`src/rtl/lbus_dec_pkg.sv`:
```
package lbus_dec_pkg;
  // Width of the local bus address
  localparam int LB_AW = 8;
  // Number of select lines
  localparam int N_SEL = 2;
  // Log2 of the host span one select line occupies in memory space (DWORD access)
  localparam int SEL_SPAN_LOG2 = LB_AW + 2;
  // All select lines inactive
  localparam logic [N_SEL-1:0] SEL_IDLE = '1;
endpackage

```
`src/rtl/lbus_io_window.sv`:
```
module lbus_io_window
  import lbus_dec_pkg::*;
#(
  parameter int HADDR_W = 32,
  parameter int SZ_W    = 3
) (
  input  logic [HADDR_W-1:0] addr,
  input  logic [HADDR_W-1:0] base,
  input  logic [SZ_W-1:0]    size_code,
  output logic               hit,
  output logic [LB_AW-1:0]   laddr
);
  // log2 of window bytes, capped at the local bus width
  int unsigned               nbits;
  logic [HADDR_W-1:0]        low_mask;

  always_comb begin
    nbits = int'(size_code) + 2;
    if (nbits > LB_AW) nbits = LB_AW;
    low_mask = ~({HADDR_W{1'b1}} << nbits);
    hit      = ((addr ^ base) & ~low_mask) == '0;
    laddr    = addr[LB_AW-1:0] & low_mask[LB_AW-1:0];
  end
endmodule

```
`src/rtl/lbus_mem_window.sv`:
```
module lbus_mem_window
  import lbus_dec_pkg::*;
#(
  parameter int HADDR_W  = 32,
  parameter int WIN_LOG2 = 12
) (
  input  logic [HADDR_W-1:2]        addr_dw,
  input  logic [HADDR_W-1:WIN_LOG2] base_hi,
  output logic                      hit,
  output logic                      sel_hi,
  output logic [LB_AW-1:0]          laddr
);
  localparam int TOP_LOG2 = SEL_SPAN_LOG2 + 1;

  logic in_win;
  logic high_region;

  always_comb begin
    in_win      = addr_dw[HADDR_W-1:WIN_LOG2] == base_hi;
    high_region = |addr_dw[WIN_LOG2-1:TOP_LOG2];
    hit         = in_win && !high_region;
    sel_hi      = addr_dw[SEL_SPAN_LOG2];
    laddr       = addr_dw[SEL_SPAN_LOG2-1:2];
  end
endmodule

```
`src/rtl/lbus_addr_decode.sv`:
```
module lbus_addr_decode
  import lbus_dec_pkg::*;
#(
  parameter int HADDR_W  = 32,
  parameter int SZ_W     = 3,
  parameter int WIN_LOG2 = 12
) (
  input  logic                        clk,
  input  logic                        rst,
  input  logic                        txn_valid,
  input  logic                        txn_is_io,
  input  logic [HADDR_W-1:0]          txn_addr,
  input  logic [HADDR_W-1:0]          io_base0,
  input  logic [HADDR_W-1:0]          io_base1,
  input  logic [SZ_W-1:0]             io_size0,
  input  logic [SZ_W-1:0]             io_size1,
  input  logic [HADDR_W-WIN_LOG2-1:0] mem_base_hi,
  input  logic                        lbus_mode,
  input  logic                        strobe_style,
  output logic [N_SEL-1:0]            cs_n,
  output logic [LB_AW-1:0]            laddr,
  output logic                        hit,
  output logic                        ds_mode
);
  logic [HADDR_W-1:0] base_arr [N_SEL];
  logic [SZ_W-1:0]    size_arr [N_SEL];
  logic [N_SEL-1:0]   io_hit;
  logic [LB_AW-1:0]   io_la    [N_SEL];

  assign base_arr[0] = io_base0;
  assign base_arr[1] = io_base1;
  assign size_arr[0] = io_size0;
  assign size_arr[1] = io_size1;

  for (genvar g = 0; g < N_SEL; g++) begin : g_io
    lbus_io_window #(.HADDR_W(HADDR_W), .SZ_W(SZ_W)) win_i (
      .addr      (txn_addr),
      .base      (base_arr[g]),
      .size_code (size_arr[g]),
      .hit       (io_hit[g]),
      .laddr     (io_la[g])
    );
  end

  logic             mem_hit;
  logic             mem_sel_hi;
  logic [LB_AW-1:0] mem_la;

  lbus_mem_window #(.HADDR_W(HADDR_W), .WIN_LOG2(WIN_LOG2)) mem_i (
    .addr_dw (txn_addr[HADDR_W-1:2]),
    .base_hi (mem_base_hi),
    .hit     (mem_hit),
    .sel_hi  (mem_sel_hi),
    .laddr   (mem_la)
  );

  logic [N_SEL-1:0] cs_n_d;
  logic [LB_AW-1:0] laddr_d;

  // Selection: I/O windows by fixed priority (window 0 first), memory by region bit
  always_comb begin
    cs_n_d  = SEL_IDLE;
    laddr_d = '0;
    if (txn_valid && lbus_mode) begin
      if (txn_is_io) begin
        for (int i = N_SEL - 1; i >= 0; i--) begin
          if (io_hit[i]) begin
            cs_n_d    = SEL_IDLE;
            cs_n_d[i] = 1'b0;
            laddr_d   = io_la[i];
          end
        end
      end else if (mem_hit) begin
        cs_n_d             = SEL_IDLE;
        cs_n_d[mem_sel_hi] = 1'b0;
        laddr_d            = mem_la;
      end
    end
  end

  always_ff @(posedge clk) begin
    if (rst) begin
      cs_n    <= SEL_IDLE;
      laddr   <= '0;
      hit     <= 1'b0;
      ds_mode <= 1'b0;
    end else begin
      cs_n    <= cs_n_d;
      laddr   <= laddr_d;
      hit     <= cs_n_d != SEL_IDLE;
      ds_mode <= strobe_style;
    end
  end

  // selects are mutually exclusive
  a_r9_one_select: assert property (@(posedge clk) disable iff (rst)
    $countones(~cs_n) <= 1);

  // hit flag agrees with the select lines
  a_r9_hit_matches_cs: assert property (@(posedge clk) disable iff (rst)
    hit == (cs_n != SEL_IDLE));

  // no decode with local bus mode off
  a_r7_mode_off_idle: assert property (@(posedge clk) disable iff (rst)
    !lbus_mode |=> (cs_n == SEL_IDLE) && !hit);

  // idle after a cycle without a valid transaction
  a_r8_no_valid_idle: assert property (@(posedge clk) disable iff (rst)
    !txn_valid |=> (cs_n == SEL_IDLE) && (laddr == '0));

  // high region of the memory window never hits
  a_r6_mem_high_miss: assert property (@(posedge clk) disable iff (rst)
    (txn_valid && !txn_is_io && (txn_addr[HADDR_W-1:WIN_LOG2] == mem_base_hi)
     && (txn_addr[WIN_LOG2-1:SEL_SPAN_LOG2+1] != '0)) |=> !hit);

  // memory cycle outside the memory window never hits
  a_r11_mem_outside_miss: assert property (@(posedge clk) disable iff (rst)
    (txn_valid && !txn_is_io && (txn_addr[HADDR_W-1:WIN_LOG2] != mem_base_hi))
    |=> !hit);
endmodule

```
`config.mk`:
```
export PLATFORM = sky130hd
export DESIGN_NAME = lbus_addr_decode
export DESIGN_NICKNAME = d
export VERILOG_FILES = /design/src/rtl/lbus_dec_pkg.sv /design/src/rtl/lbus_io_window.sv /design/src/rtl/lbus_mem_window.sv /design/src/rtl/lbus_addr_decode.sv
export SDC_FILE = /design/constraint.sdc
export NUM_CORES = 1
export LEC_CHECK = 0
export BUFFER_PORTS_ARGS = -buffer_cell sky130_fd_sc_hd__buf_4
export CORE_ASPECT_RATIO = 0.75
export CORE_MARGIN = 3
export CORE_UTILIZATION = 43
export DETAILED_ROUTE_END_ITERATION = 8
export MAX_ROUTING_LAYER = met4
export PLACE_DENSITY_LB_ADDON = 0.25
export SYNTH_ARGS = -nofsm -noshare
export SYNTH_HDL_FRONTEND = slang
export SYNTH_SLANG_ARGS = --single-unit
```
`constraint.sdc`:
```
create_clock -name clk -period 3.44 [get_ports clk]
set_input_delay 0.688 -clock clk [delete_from_list [all_inputs] [get_ports clk]]
set_output_delay 0.688 -clock clk [all_outputs]
set_load 0.01 [all_outputs]
```
* Word level (Yosys, flattened, before mapping)
Index checks and enable logic that the tools add are counted.
Cells by class: bitwise operators 12, order comparisons 4, shift-type cells 2, eq/ne operators 2, add/sub/neg operators 2, mux-type cells 13, reduce and logical (&&, ||, !) cells 7
Operators by type and width (number):
- inverter 32 bit | 4
- bitwise AND 32 bit | 2
- > comparator 32 x 4 -> 1 bit (second input constant) | 2
- logical NOT 32 bit | 2
- two-way mux 32 bit | 2
- << shifter 32 x 32 -> 32 bit (first input constant) | 2
- XOR 32 bit | 2
- two-way mux 8 bit | 4
- == test 20 bit | 1
- bitwise AND 8 bit | 2
- two-way mux 2 bit | 5
- adder 3 x 2 -> 4 bit (second input constant) | 2
- logical AND 1 bit | 3
- < comparator 1 x 2 -> 1 bit (second input constant) | 1
- != test 2 bit (second input constant) | 1
- inverter 2 bit | 1
- OR reduction 2 bit | 1
- demux 1 bit (select 1 bit) | 1
- >= comparator 1 bit (second input constant) | 1
- logical NOT 1 bit | 1
- two-way mux 1 bit | 1
- inverter 1 bit | 1
Word-level totals: output and inout bits 12, word-level logic and storage cells 46, bits of input ports 128, flip-flop bits (word level) 12

* Longest topological paths before layout
depth in word-level cells 13, mapped depth 9, gate-level depth less buffers 8

* Cells and area by module
Synthesis repeated with hierarchy kept, for this count alone.
Second synthesis, totals: cells, all modules 225, area, all modules 1863.0 um^2
By module, submodules not included:
- lbus_io_window | seq. area each 0.0 um^2, instances 2, area each 494.2 um^2, cells an instance 64
- lbus_addr_decode | seq. area each 240.2 um^2, instances 1, area each 583.1 um^2, cells an instance 61
- lbus_mem_window | seq. area each 0.0 um^2, instances 1, area each 291.5 um^2, cells an instance 36

* Worst setup path before layout
OpenSTA, ideal clock, no wires.
kind in2reg, start point in io_size0[1], end point reg laddr[2], library setup time 0.116 ns, path slack 1.090 ns, stages 8, data arrival time 2.234 ns, path buffers 1, required time 3.324 ns, cells stage by stage inv_1 ha_1 nor3b_1 o311a_1 nand4_1 clkbuf_1 o2bb2ai_1 a41o_1
On the way: word-level cells in the longest chain between the ends 10, elaborated cells between the ends (all ways) 11, classes of those cells add/sub (1); order compare (1); shift (1); mux (3); bitwise (4); reduce/logical (1)
RTL lines:
- from (decl) | line lbus_addr_decode.sv:15 | input logic [SZ_W-1:0] io_size0,
- adder 3 x 2 -> 4 bit (*) | line lbus_io_window.sv:18 | nbits = int'(size_code) + 2;
- > comparator 32 x 4 -> 1 bit | line lbus_io_window.sv:19 | if (nbits > LB_AW) nbits = LB_AW;
- two-way mux 32 bit (*) | line lbus_io_window.sv:19
- << shifter 32 x 32 -> 32 bit (*) | line lbus_io_window.sv:20 | low_mask = ~({HADDR_W{1'b1}} << nbits);
- inverter 32 bit (*) | line lbus_io_window.sv:20
- inverter 32 bit | line lbus_io_window.sv:21 | hit = ((addr ^ base) & ~low_mask) == '0;
- bitwise AND 32 bit | line lbus_io_window.sv:21
- logical NOT 32 bit | line lbus_io_window.sv:21
- two-way mux 8 bit (*) | line lbus_addr_decode.sv:67 | if (io_hit[i]) begin
- two-way mux 8 bit (*) | line lbus_addr_decode.sv:65 | if (txn_is_io) begin
- to (signal assigned) | line lbus_addr_decode.sv:89 | laddr <= laddr_d;
- to (decl) | line lbus_addr_decode.sv:21 | output logic [LB_AW-1:0] laddr,
Mark *: on every way between the ends. The rest lies on a longest branch, timed or not. A chain may end at the register's enable or synchronous reset.

* Worst setup path after layout
start point in io_size0[1], end point reg laddr[3]
Same word-level chain as after synthesis.

==> impl_metrics.py <==
metrics = {
    "floorplan": {
        "die_y_um": 60.6,
        "rows": 19,
        "io_pins": 140,
        "die_w_um": 78.8,
        "floorplan.initialDensity_pct": 45.8,
        "die_area_um2": 4780,
        "core_um2": 3730,
    },
    "final_layout": {
        "multi_input_area_um2": 1440,
        "layout.nets": 479,
        "nFillCells": 285,
        "area_growth_pct": 66.8,
        "drive_gt1_share_pct": 43.4,
        "design_area_um2": 2850,
        "seqCellArea_um2": 240,
        "post-route-util_pct": 76.4,
        "stdcell_count": 393,
        "n_antenna_cell": 0,
    },
    "logic_synthesis": {
        "synth-edff-count": 0,
        "netlist_area_um2": 1710,
        "synth_flop_cell": "dfxtp_1",
        "synth-async-reset-ratio_pct": 0,
        "ys_types": 44,
        "syn_area_per_cell_um2": 8.51,
        "synth_seq_area_share_pct": 14.0,
        "ys_warn_count": 0,
        "netlist_top_cells_count": "xnor2_1, xor2_1, dfxtp_1, nand4_1, nor2_1",
        "yosysTopAreaCell": "xnor2_1",
        "synth.top_cell.area_share_pct": 22.0,
        "yosysMostFrequentCell": "xnor2_1",
        "mappedNetlistNets": 337,
        "synth_seq_cells": 12,
        "synthCells": 201,
        "yosys-top-cells-area": "xnor2_1, xor2_1, dfxtp_1",
    },
    "timing": {
        "hold_viol": 0,
        "grt_setup_unrepaired": "no",
        "hold_slack_ps": 622,
        "tns_ps": 0,
        "fmaxAchievable_mhz": 397,
        "max_slew_margin_pct": 44.6,
        "period_share_pct": 73.2,
        "setup_ws_ps": 923,
        "finalSetupViolations": 0,
        "worstMarginPinSlew_ps": 825,
        "post-route-min-period_ps": 2520,
        "finalMaxSlewViolations": 0,
    },
    "global_routing": {
        "gr-usage-all-layers_pct": 26.3,
        "antenna_found_initial": 0,
        "grt_overflow": 0,
        "grt_pass1_vias": 2016,
        "grt_max_degree": 11,
        "grt_pass1_wl_um": 9380,
    },
    "worst_setup_path": {
        "cp_data_required_time_ps": 3630,
        "cp.arrival_ps": 2710,
        "crit_path_start_kind": "input pin",
        "worstSetupPathType": "in2reg",
        "crit_start": "io_size0[1]",
        "critPathCaptureType": "register",
        "crit_fanout": 9,
    },
    "run_status": {
        "status": "complete, no violations",
    },
    "worst_hold_path": {
        "worstHoldStart": "rst",
        "holdCritPathClass": "in2reg",
    },
    "clock_tree": {
        "cts_hold_buf": 0,
        "post_cts_resized": 0,
        "cts-htree-levels": 1,
        "ctsRootBufferMaster": "clkbuf_8",
        "numCtsBuffers": 3,
        "clkTransAtPathRegs_ps": 50,
        "clk_path_buf_depth": 2,
        "cts_setup_buffers": 0,
        "cts_sinks": 12,
        "cts_tree": "yes",
    },
    "placement": {
        "hpwlAfterDp_um": 5600,
        "placed_area_um2": 2810,
        "dp.cells": 390,
        "portBuffers": 137,
        "gp_congestion": 0.881,
        "pre_cts_ws_ps": 705,
    },
    "drt": {
        "wirelength_um": 6210,
        "via_per_inst": 5.16,
        "first_pass_iters": 4,
        "via_count": 2027,
        "postRouteAntennaNets": 0,
        "drt_iter0_drc": 98,
        "drcViolationCount": 0,
        "wl_per_cell_um": 15.8,
    },
    "job": {
        "maxCapViolations": 0,
    },
    "pwr": {
        "leakagePower_nw": 1.30,
        "vdd_drop_max_mv": 0.149,
        "power_mw": 0.549,
        "p_per_area_nw_per_um2": 192,
    },
}
==> power breakdown <==
group / internal (mW) / switching (mW)
clock network: 0.0768 / 0.0483
registers: 0.140 / 0.000126
logic: 0.166 / 0.117
total: 0.383 / 0.165
==> cells by family after synthesis <==
kind of cell	synth area share, %
AOI/OAI and AO/OA	14.5
xor gates and xnor gates	42.0
adders and majority gates	5.85
buffers and inverters	1.98
DFF	14.0
and+or+nand+nor	21.7
==> layout make-up <==
type                       instances  share of cell area, %
clock buffer                       3                   1.45
tap                               52                   2.28
timing repair buffer             139                   36.6
multi-input combinational        180                   50.4
sequential                        12                   8.42
inverter                           7                  0.921
==> worst paths after layout <==
kind / to / slack [ps] / depth (start not counted)
worst min-delay path: ds_mode / 620 / 2
worst max-delay path: laddr[3] / 920 / 9
==> per-layer routing <==
metal  global-route usage (%)  vias to the layer above  part of all wire, %
li1                         -                     1012                    -
met1                     33.3                      910                   43
met2                     46.2                       98                   48
met3                     2.52                        7                  7.1
met4                     6.13                        0                  1.1
met5                        -                        -                    0
==> layout by cell type (no fill, tap or decap), types with 2 or more instances in the layout <==
cell         n
o221ai_1     2
ha_1         8
nor4b_1      2
a2bb2oi_1    2
o21ai_0      6
o2bb2ai_1    2
a22oi_1      3
a221o_2      2
xnor2_1     43
nand3_1      4
dfxtp_1     12
nand2b_1     3
buf_4      139
a41o_1       2
nor4_1       7
nor2b_1      4
nand2_1      5
nor3_1       3
nor2_1       9
nand4_1     12
xor2_1      39
inv_1        7
clkbuf_8     3
==> registers in the layout (all words and copies together), names as in the netlist <==
register / cells
laddr: 8
hit: 1
cs_n: 2
ds_mode: 1
==> worst max-delay path: stages <==
cell and delay [ps]:
buf_4 110, inv_1 70, ha_1 340, nor3b_1 270, o311a_1 220, nand4_1 270, buf_4 280, nor4b_1 300
a221o_2 160
(Power assumes the default switching activity.)
